`src/rtl/ctl_pkg.sv`:
```
package ctl_pkg;
  localparam int OP_W   = 6;
  localparam int FN_W   = 6;
  localparam int AOP_W  = 3;
  localparam int ACTL_W = 3;

  localparam logic [OP_W-1:0] OP_RTYPE = 6'b000000;
  localparam logic [OP_W-1:0] OP_ORI   = 6'b001101;
  localparam logic [OP_W-1:0] OP_LOAD  = 6'b100011;
  localparam logic [OP_W-1:0] OP_STORE = 6'b101011;
  localparam logic [OP_W-1:0] OP_BEQ   = 6'b000100;
  localparam logic [OP_W-1:0] OP_JUMP  = 6'b000010;

  localparam logic [AOP_W-1:0] AOP_ADD = 3'b000;
  localparam logic [AOP_W-1:0] AOP_SUB = 3'b001;
  localparam logic [AOP_W-1:0] AOP_OR  = 3'b010;
  localparam logic [AOP_W-1:0] AOP_REG = 3'b100;

  typedef struct packed {
    logic              regDst;
    logic              aluSrc;
    logic              memToReg;
    logic              regWrite;
    logic              memWrite;
    logic              branch;
    logic              jump;
    logic              extSign;
    logic [AOP_W-1:0]  aluOp;
  } ctlStrobes_t;
endpackage

```
`src/rtl/ctl_main_decode.sv`:
```
module ctl_main_decode
  import ctl_pkg::*;
(
  input  logic [OP_W-1:0] opcode,
  output ctlStrobes_t     strobes
);
  logic isReg, isOri, isLoad, isStore, isBeq, isJump;

  always_comb begin
    isReg   = (opcode == OP_RTYPE);
    isOri   = (opcode == OP_ORI);
    isLoad  = (opcode == OP_LOAD);
    isStore = (opcode == OP_STORE);
    isBeq   = (opcode == OP_BEQ);
    isJump  = (opcode == OP_JUMP);
  end

  always_comb begin
    strobes.regDst   = isReg;
    strobes.aluSrc   = isOri | isLoad | isStore;
    strobes.memToReg = isLoad;
    strobes.regWrite = isReg | isOri | isLoad;
    strobes.memWrite = isStore;
    strobes.branch   = isBeq;
    strobes.jump     = isJump;
    strobes.extSign  = isLoad | isStore;
    strobes.aluOp    = {isReg, isOri, isBeq};
  end

  always_comb begin
    // a store never writes the register file
    a_r4_store_no_regwr: assert (!(strobes.memWrite && strobes.regWrite));
    // at most one state-changing or flow strobe at once
    a_r6_single_effect: assert ($onehot0({strobes.regWrite, strobes.memWrite,
                                          strobes.branch, strobes.jump}));
    // memory writeback implies a register write with an immediate operand
    a_r3_load_path: assert (!strobes.memToReg || (strobes.regWrite && strobes.aluSrc));
    // sign extension is only requested when the immediate is used
    a_r2_ext_needs_imm: assert (!strobes.extSign || strobes.aluSrc);
  end
endmodule

```
`src/rtl/ctl_alu_decode.sv`:
```
module ctl_alu_decode
  import ctl_pkg::*;
(
  input  logic [AOP_W-1:0]  aluOp,
  input  logic [FN_W-1:0]   funct,
  output logic [ACTL_W-1:0] aluCtl
);
  logic regMode;
  logic [3:0] f;

  always_comb begin
    regMode = aluOp[2];
    f       = funct[3:0];
  end

  always_comb begin
    aluCtl[2] = (!regMode & aluOp[0])
              | (regMode & !f[2] & f[1] & !f[0]);
    aluCtl[1] = (!regMode & !aluOp[1])
              | (regMode & !f[2] & !f[0]);
    aluCtl[0] = (!regMode & aluOp[1])
              | (regMode & !f[3] & f[2] & !f[1] & f[0])
              | (regMode & f[3] & !f[2] & f[1] & !f[0]);
  end

  always_comb begin
    // non-register classes only ever pick add, or, subtract
    a_r8_class_ops: assert (regMode || aluCtl == 3'b010 || aluCtl == 3'b001
                            || aluCtl == 3'b110);
    // set-less-than only appears in register mode
    a_r9_slt_reg_only: assert (regMode || aluCtl != 3'b111);
  end
endmodule

```
`src/rtl/ctl_decoder_top.sv`:
```
module ctl_decoder_top
  import ctl_pkg::*;
(
  input  logic [5:0] opcode,
  input  logic [5:0] funct,
  output logic       regDst,
  output logic       aluSrc,
  output logic       memToReg,
  output logic       regWrite,
  output logic       memWrite,
  output logic       branch,
  output logic       jump,
  output logic       extSign,
  output logic [2:0] aluOp,
  output logic [2:0] aluCtl
);
  ctlStrobes_t strobes;

  ctl_main_decode uMain (
    .opcode  (opcode),
    .strobes (strobes)
  );

  ctl_alu_decode uAlu (
    .aluOp  (strobes.aluOp),
    .funct  (funct),
    .aluCtl (aluCtl)
  );

  always_comb begin
    regDst   = strobes.regDst;
    aluSrc   = strobes.aluSrc;
    memToReg = strobes.memToReg;
    regWrite = strobes.regWrite;
    memWrite = strobes.memWrite;
    branch   = strobes.branch;
    jump     = strobes.jump;
    extSign  = strobes.extSign;
    aluOp    = strobes.aluOp;
  end

  always_comb begin
    // any write enable implies a supported opcode
    a_r7_unknown_quiet: assert (!(regWrite || memWrite || branch || jump)
      || opcode inside {6'b000000, 6'b001101, 6'b100011, 6'b101011, 6'b000100, 6'b000010});
  end
endmodule

```
`config.mk`:
```
export PLATFORM = sky130hd
export DESIGN_NAME = ctl_decoder_top
export DESIGN_NICKNAME = d
export VERILOG_FILES = /design/src/rtl/ctl_pkg.sv /design/src/rtl/ctl_main_decode.sv /design/src/rtl/ctl_alu_decode.sv /design/src/rtl/ctl_decoder_top.sv
export SDC_FILE = /design/constraint.sdc
export NUM_CORES = 1
export LEC_CHECK = 0
export BUFFER_PORTS_ARGS = -buffer_cell sky130_fd_sc_hd__buf_4
export CORE_AREA = 2 2 39 41
export DETAILED_ROUTE_END_ITERATION = 10
export DIE_AREA = 0 0 41 43
export GPL_ROUTABILITY_DRIVEN = 0
export PLACE_DENSITY_LB_ADDON = 0.1
export SYNTH_ARGS = -nofsm -noshare
export SYNTH_HDL_FRONTEND = slang
export SYNTH_HIERARCHICAL = 1
export SYNTH_SLANG_ARGS = --single-unit
```
`constraint.sdc`:
```
create_clock -name vclk -period 2.5
set_clock_uncertainty 0.05 [all_clocks]
set_input_delay 0.375 -clock vclk [all_inputs]
set_output_delay 0.375 -clock vclk [all_outputs]
set_load 0.02 [all_outputs]
```
======== Word level (Yosys, flattened, before mapping) ========
Cells that the tools add are included.
word-level totals
  logic and storage cells ................. 36
  bits of input ports ..................... 12
  output and inout port bits .............. 14
  bits in registers ....................... 0
cells by class
  equality and inequality tests ........... 5
  reductions and logical operators ........ 7
  bitwise gates (word level) .............. 24
operator list
  kind                  number
  $and A1 B1 Y1         15
  $eq A6 B6 Y1 const B  2
  $or A1 B1 Y1          9
  $eq A6 B2 Y1 const B  1
  $eq A6 B3 Y1 const B  1
  $eq A6 B4 Y1 const B  1
  $logic_not A1 Y1      6
  $logic_not A6 Y1      1

======== Logic depth before layout (Yosys ltp) ========
  depth after elaboration ................. 7
  mapped depth ............................ 5
  mapped depth without buffers ............ 4

======== Modules after synthesis ========
The synthesis kept the hierarchy.
by module, submodules not included
  module           area each (um^2)  instances  cells each
  ctl_main_decode  181.4             1          25
  ctl_alu_decode   58.8              1          8

======== Worst setup path before layout ========
No wires, ideal clock.
  path kind ............................... input -> output
  start point ............................. input opcode[1]
  end point ............................... output aluCtl[2]
  path buffers ............................ 1
  arrival time ............................ 1.563 ns
  stages on the path ...................... 5
  slack ................................... 0.512 ns
  cells stage by stage .................... or3_4 nor4b_2 buf_4 nor2b_1 a31o_1
on the way
  elaborated cells between the ends (all ways) .. 8
  those cells by class .................... eq/ne: 1; bitwise: 5; reduce/logical: 2
RTL lines
  item                RTL line               source
  start: declaration  ctl_decoder_top.sv:4   input logic [5:0] opcode,
  $eq A6 B3 Y1        ctl_main_decode.sv:14  isBeq = (opcode == OP_BEQ);
  net uMain.isBeq     ctl_main_decode.sv:7   logic isReg, isOri, isLoad, isStore, isBeq, isJump;
  $and A1 B1 Y1       ctl_alu_decode.sv:17   aluCtl[2] = (!regMode & aluOp[0])
  $or A1 B1 Y1        ctl_alu_decode.sv:18   | (regMode & !f[2] & f[1] & !f[0]);
  end: declaration    ctl_decoder_top.sv:15  output logic [2:0] aluCtl
The timed path passes the listed nets, and every way through them passes these cells.

======== Worst setup path in the final report ========
  start point ............................. input opcode[0]
  end point ............................... output aluCtl[0]
on the way
  longest elaborated chain between the ends .. 7
  elaborated cells between the ends (all ways) .. 14
  those cells by class .................... eq/ne: 1; bitwise: 11; reduce/logical: 2
ends and longest elaborated chain
  item                        RTL line               source
  $logic_not A6 Y1            ctl_main_decode.sv:10  isReg = (opcode == OP_RTYPE);
  $and A1 B1 Y1 (4 in a row)  ctl_alu_decode.sv:22   | (regMode & !f[3] & f[2] & !f[1] & f[0])
  $or A1 B1 Y1                ctl_alu_decode.sv:22
  $or A1 B1 Y1 (*)            ctl_alu_decode.sv:23   | (regMode & f[3] & !f[2] & f[1] & !f[0]);
Mark *: on every way between the ends. The rest lies on a longest branch, timed or not.

==> out/results.tsv <==
stage	metric	value	unit
run_status	status	complete, no violations	
die	I/O Pins	26	
logic_synthesis	Synth Cell Area	240	um^2
worst_setup_path	WS Path Type	in2out	
sta	measured slew at the worst slew-check pin	390	ps
power	Comb pwr share	100.0	%
worst_setup_path	CP Cell Sequence	buf_4 > or3_1 > nor2_1 > nor2_1 > a31oi_1 > buf_4	
routing	final wirelength	633	um
cells_and_area	ANT cells	0	
logic_synthesis	top post-synthesis cells by area	buf_4, nor4b_2, nand4bb_1	
global_routing	initial antenna violation count	0	
cells_and_area	Layout area overhead	58.3	%
placement	PortBufs	24	
cells_and_area	sequential cells	0	
logic_synthesis	Post-Synthesis Net Count	45	
routing	TritonRoute pass-1 iters	1	
power	switch share	47.0	%
placement	Post-DP Area	380	um^2
die	DIE AREA	1760	um^2
worst_setup_path	buffers and inverters on the worst path	2	
sta	fin crit period	2130	ps
placement	hpwl dp	555	um
logic_synthesis	gate count after technology mapping	33	
worst_setup_path	CP Launch Type	primary input	
worst_setup_path	critical path fanouts, max	7	
worst_setup_path	crit end category	output pin	
worst_setup_path	critical path arrival	1700	ps
routing	initial DRC count	0	
routing	Final ANT Viol Nets	0	
global_routing	vias in the first global route	238	
routing	via count	276	
die	CORE AREA	1380	um^2
logic_synthesis	top post-synthesis cells by count	buf_4, nor2_1, a31oi_1, nand4bb_1, nor4b_2	
die	row count	14	
worst_setup_path	CP max stage cell	or3_1	
cells_and_area	share of cells above drive strength 1	57.1	%
cells_and_area	final design utilization	27.5	%
global_routing	Total Routing Usage GR	7.49	%
placement	Post-Place Setup Slack	344	ps
die	die extent in y	43	um
sta	Tcrit/Tclk final	85.1	%
sta	# setup viols final	0	
logic_synthesis	Netlist cell types	18	
power	Int Power	20.7	uW
die	Die W	41	um
cts	cts hold-fix bufs	0	
cells_and_area	final instance area	380	um^2
logic_synthesis	register area share after synthesis	0	%
sta	Slew headroom	73.9	%
worst_setup_path	Crit path max-delay family	simple AND/OR/NAND/NOR gates	
global_routing	largest net degree at the start of global routing	8	
worst_setup_path	WP data required	2080	ps
logic_synthesis	Synth Area per Inst	7.28	um^2
global_routing	first-pass GRT wire length	1.04	mm
cells_and_area	Final #Nets	63	
routing	DR WL/cell	9.74	um
routing	vias per inst	4.25	
cells_and_area	clock buffers	0	
worst_hold_path	Hold Path Class	in2out	
power	sw power	18.3	uW
cells_and_area	FF+latch area	0	um^2
cts	setup repair bufs after CTS	0	
cts	post-CTS sizing	0	
sta	Fin. Hold Viols	0	
logic_synthesis	cell with the most instances after synthesis	buf_4	
sta	Post-Route Setup TNS	0	ps
run	max_cap viols	0	
sta	Fmax	470	MHz
worst_setup_path	peak per-stage delay on the critical path	420	ps
routing	number of remaining DRC errors	0	
global_routing	GRT overflow	0	
logic_synthesis	top-area cell type share of the netlist area	25.0	%
power	VDD IR max	0.0388	mV
power	overall power	39.0	uW
logic_synthesis	YS warnings	6	
sta	unrepaired setup endpoints after global routing	false	
power	LEAKAGE	0.178	nW
sta	Slew Viols, Final	0	
logic_synthesis	Yosys top cell by area	buf_4	
power	Clk network pwr share	0	%
sta	post-route setup slack	372	ps
die	initial core utilization	17.4	%
power	Power per Cell Area	103	nW/um^2
power	Reg power frac	0	%
worst paths after layout:
kind / from / endpoint / cells past startpoint
worst max-delay path: opcode[0] / aluCtl[0] / 6
worst min-delay path: opcode[4] / jump / 3
metrics by stage:
stage,instances,hold slack [ps]
final,65,994
after global routing,65,1010
after CTS,65,996
after detailed placement,65,995
after global placement,65,999
after floorplan,33,783
cell usage in the layout (no fill, tap or decap), drive strengths merged:
cell / instances
nor4b: 2
nand4b: 1
a31o: 1
or2: 1
buf: 24
a21oi: 1
nor2: 6
nand3: 1
nand4bb: 2
and2: 1
a21o: 1
or3: 2
nor2b: 1
nor3: 1
and3b: 1
nor3b: 1
a31oi: 2
kinds of logic (layout without fill, tap and decap cells):
| logic type | Yosys count | after routing | share of synthesized area [%] |
|---|---|---|---|
| compound gates | 5 | 5 | 14.1 |
| buf+inv | 8 | 24 | 25.0 |
| simple gates | 20 | 20 | 60.9 |
power groups by stage:
stage	sequential, mW	clock [mW]	combinational (mW)
2_1_floorplan	0	0	0.0165
3_3_place_gp	0	0	0.0399
3_5_place_dp	0	0	0.0393
4_1_cts	0	0	0.0394
5_1_grt	0	0	0.0425
6_report	0	0	0.0390
layer usage:
layer,GRT usage (%),vias to the layer above,part of all wire [%]
li1,-,148,-
met1,12.7,118,45
met2,10.6,10,47
met3,0.524,0,8.2
met4,0,0,0
met5,0,-,0
cell type report:
| cell class | instances | area (um^2) |
|---|---|---|
| fill | 165 | 1000 |
| multi-input combinational | 25 | 180 |
| timing repair buffer | 24 | 180 |
| tap | 16 | 20.0 |
(Power assumes the default switching activity.)
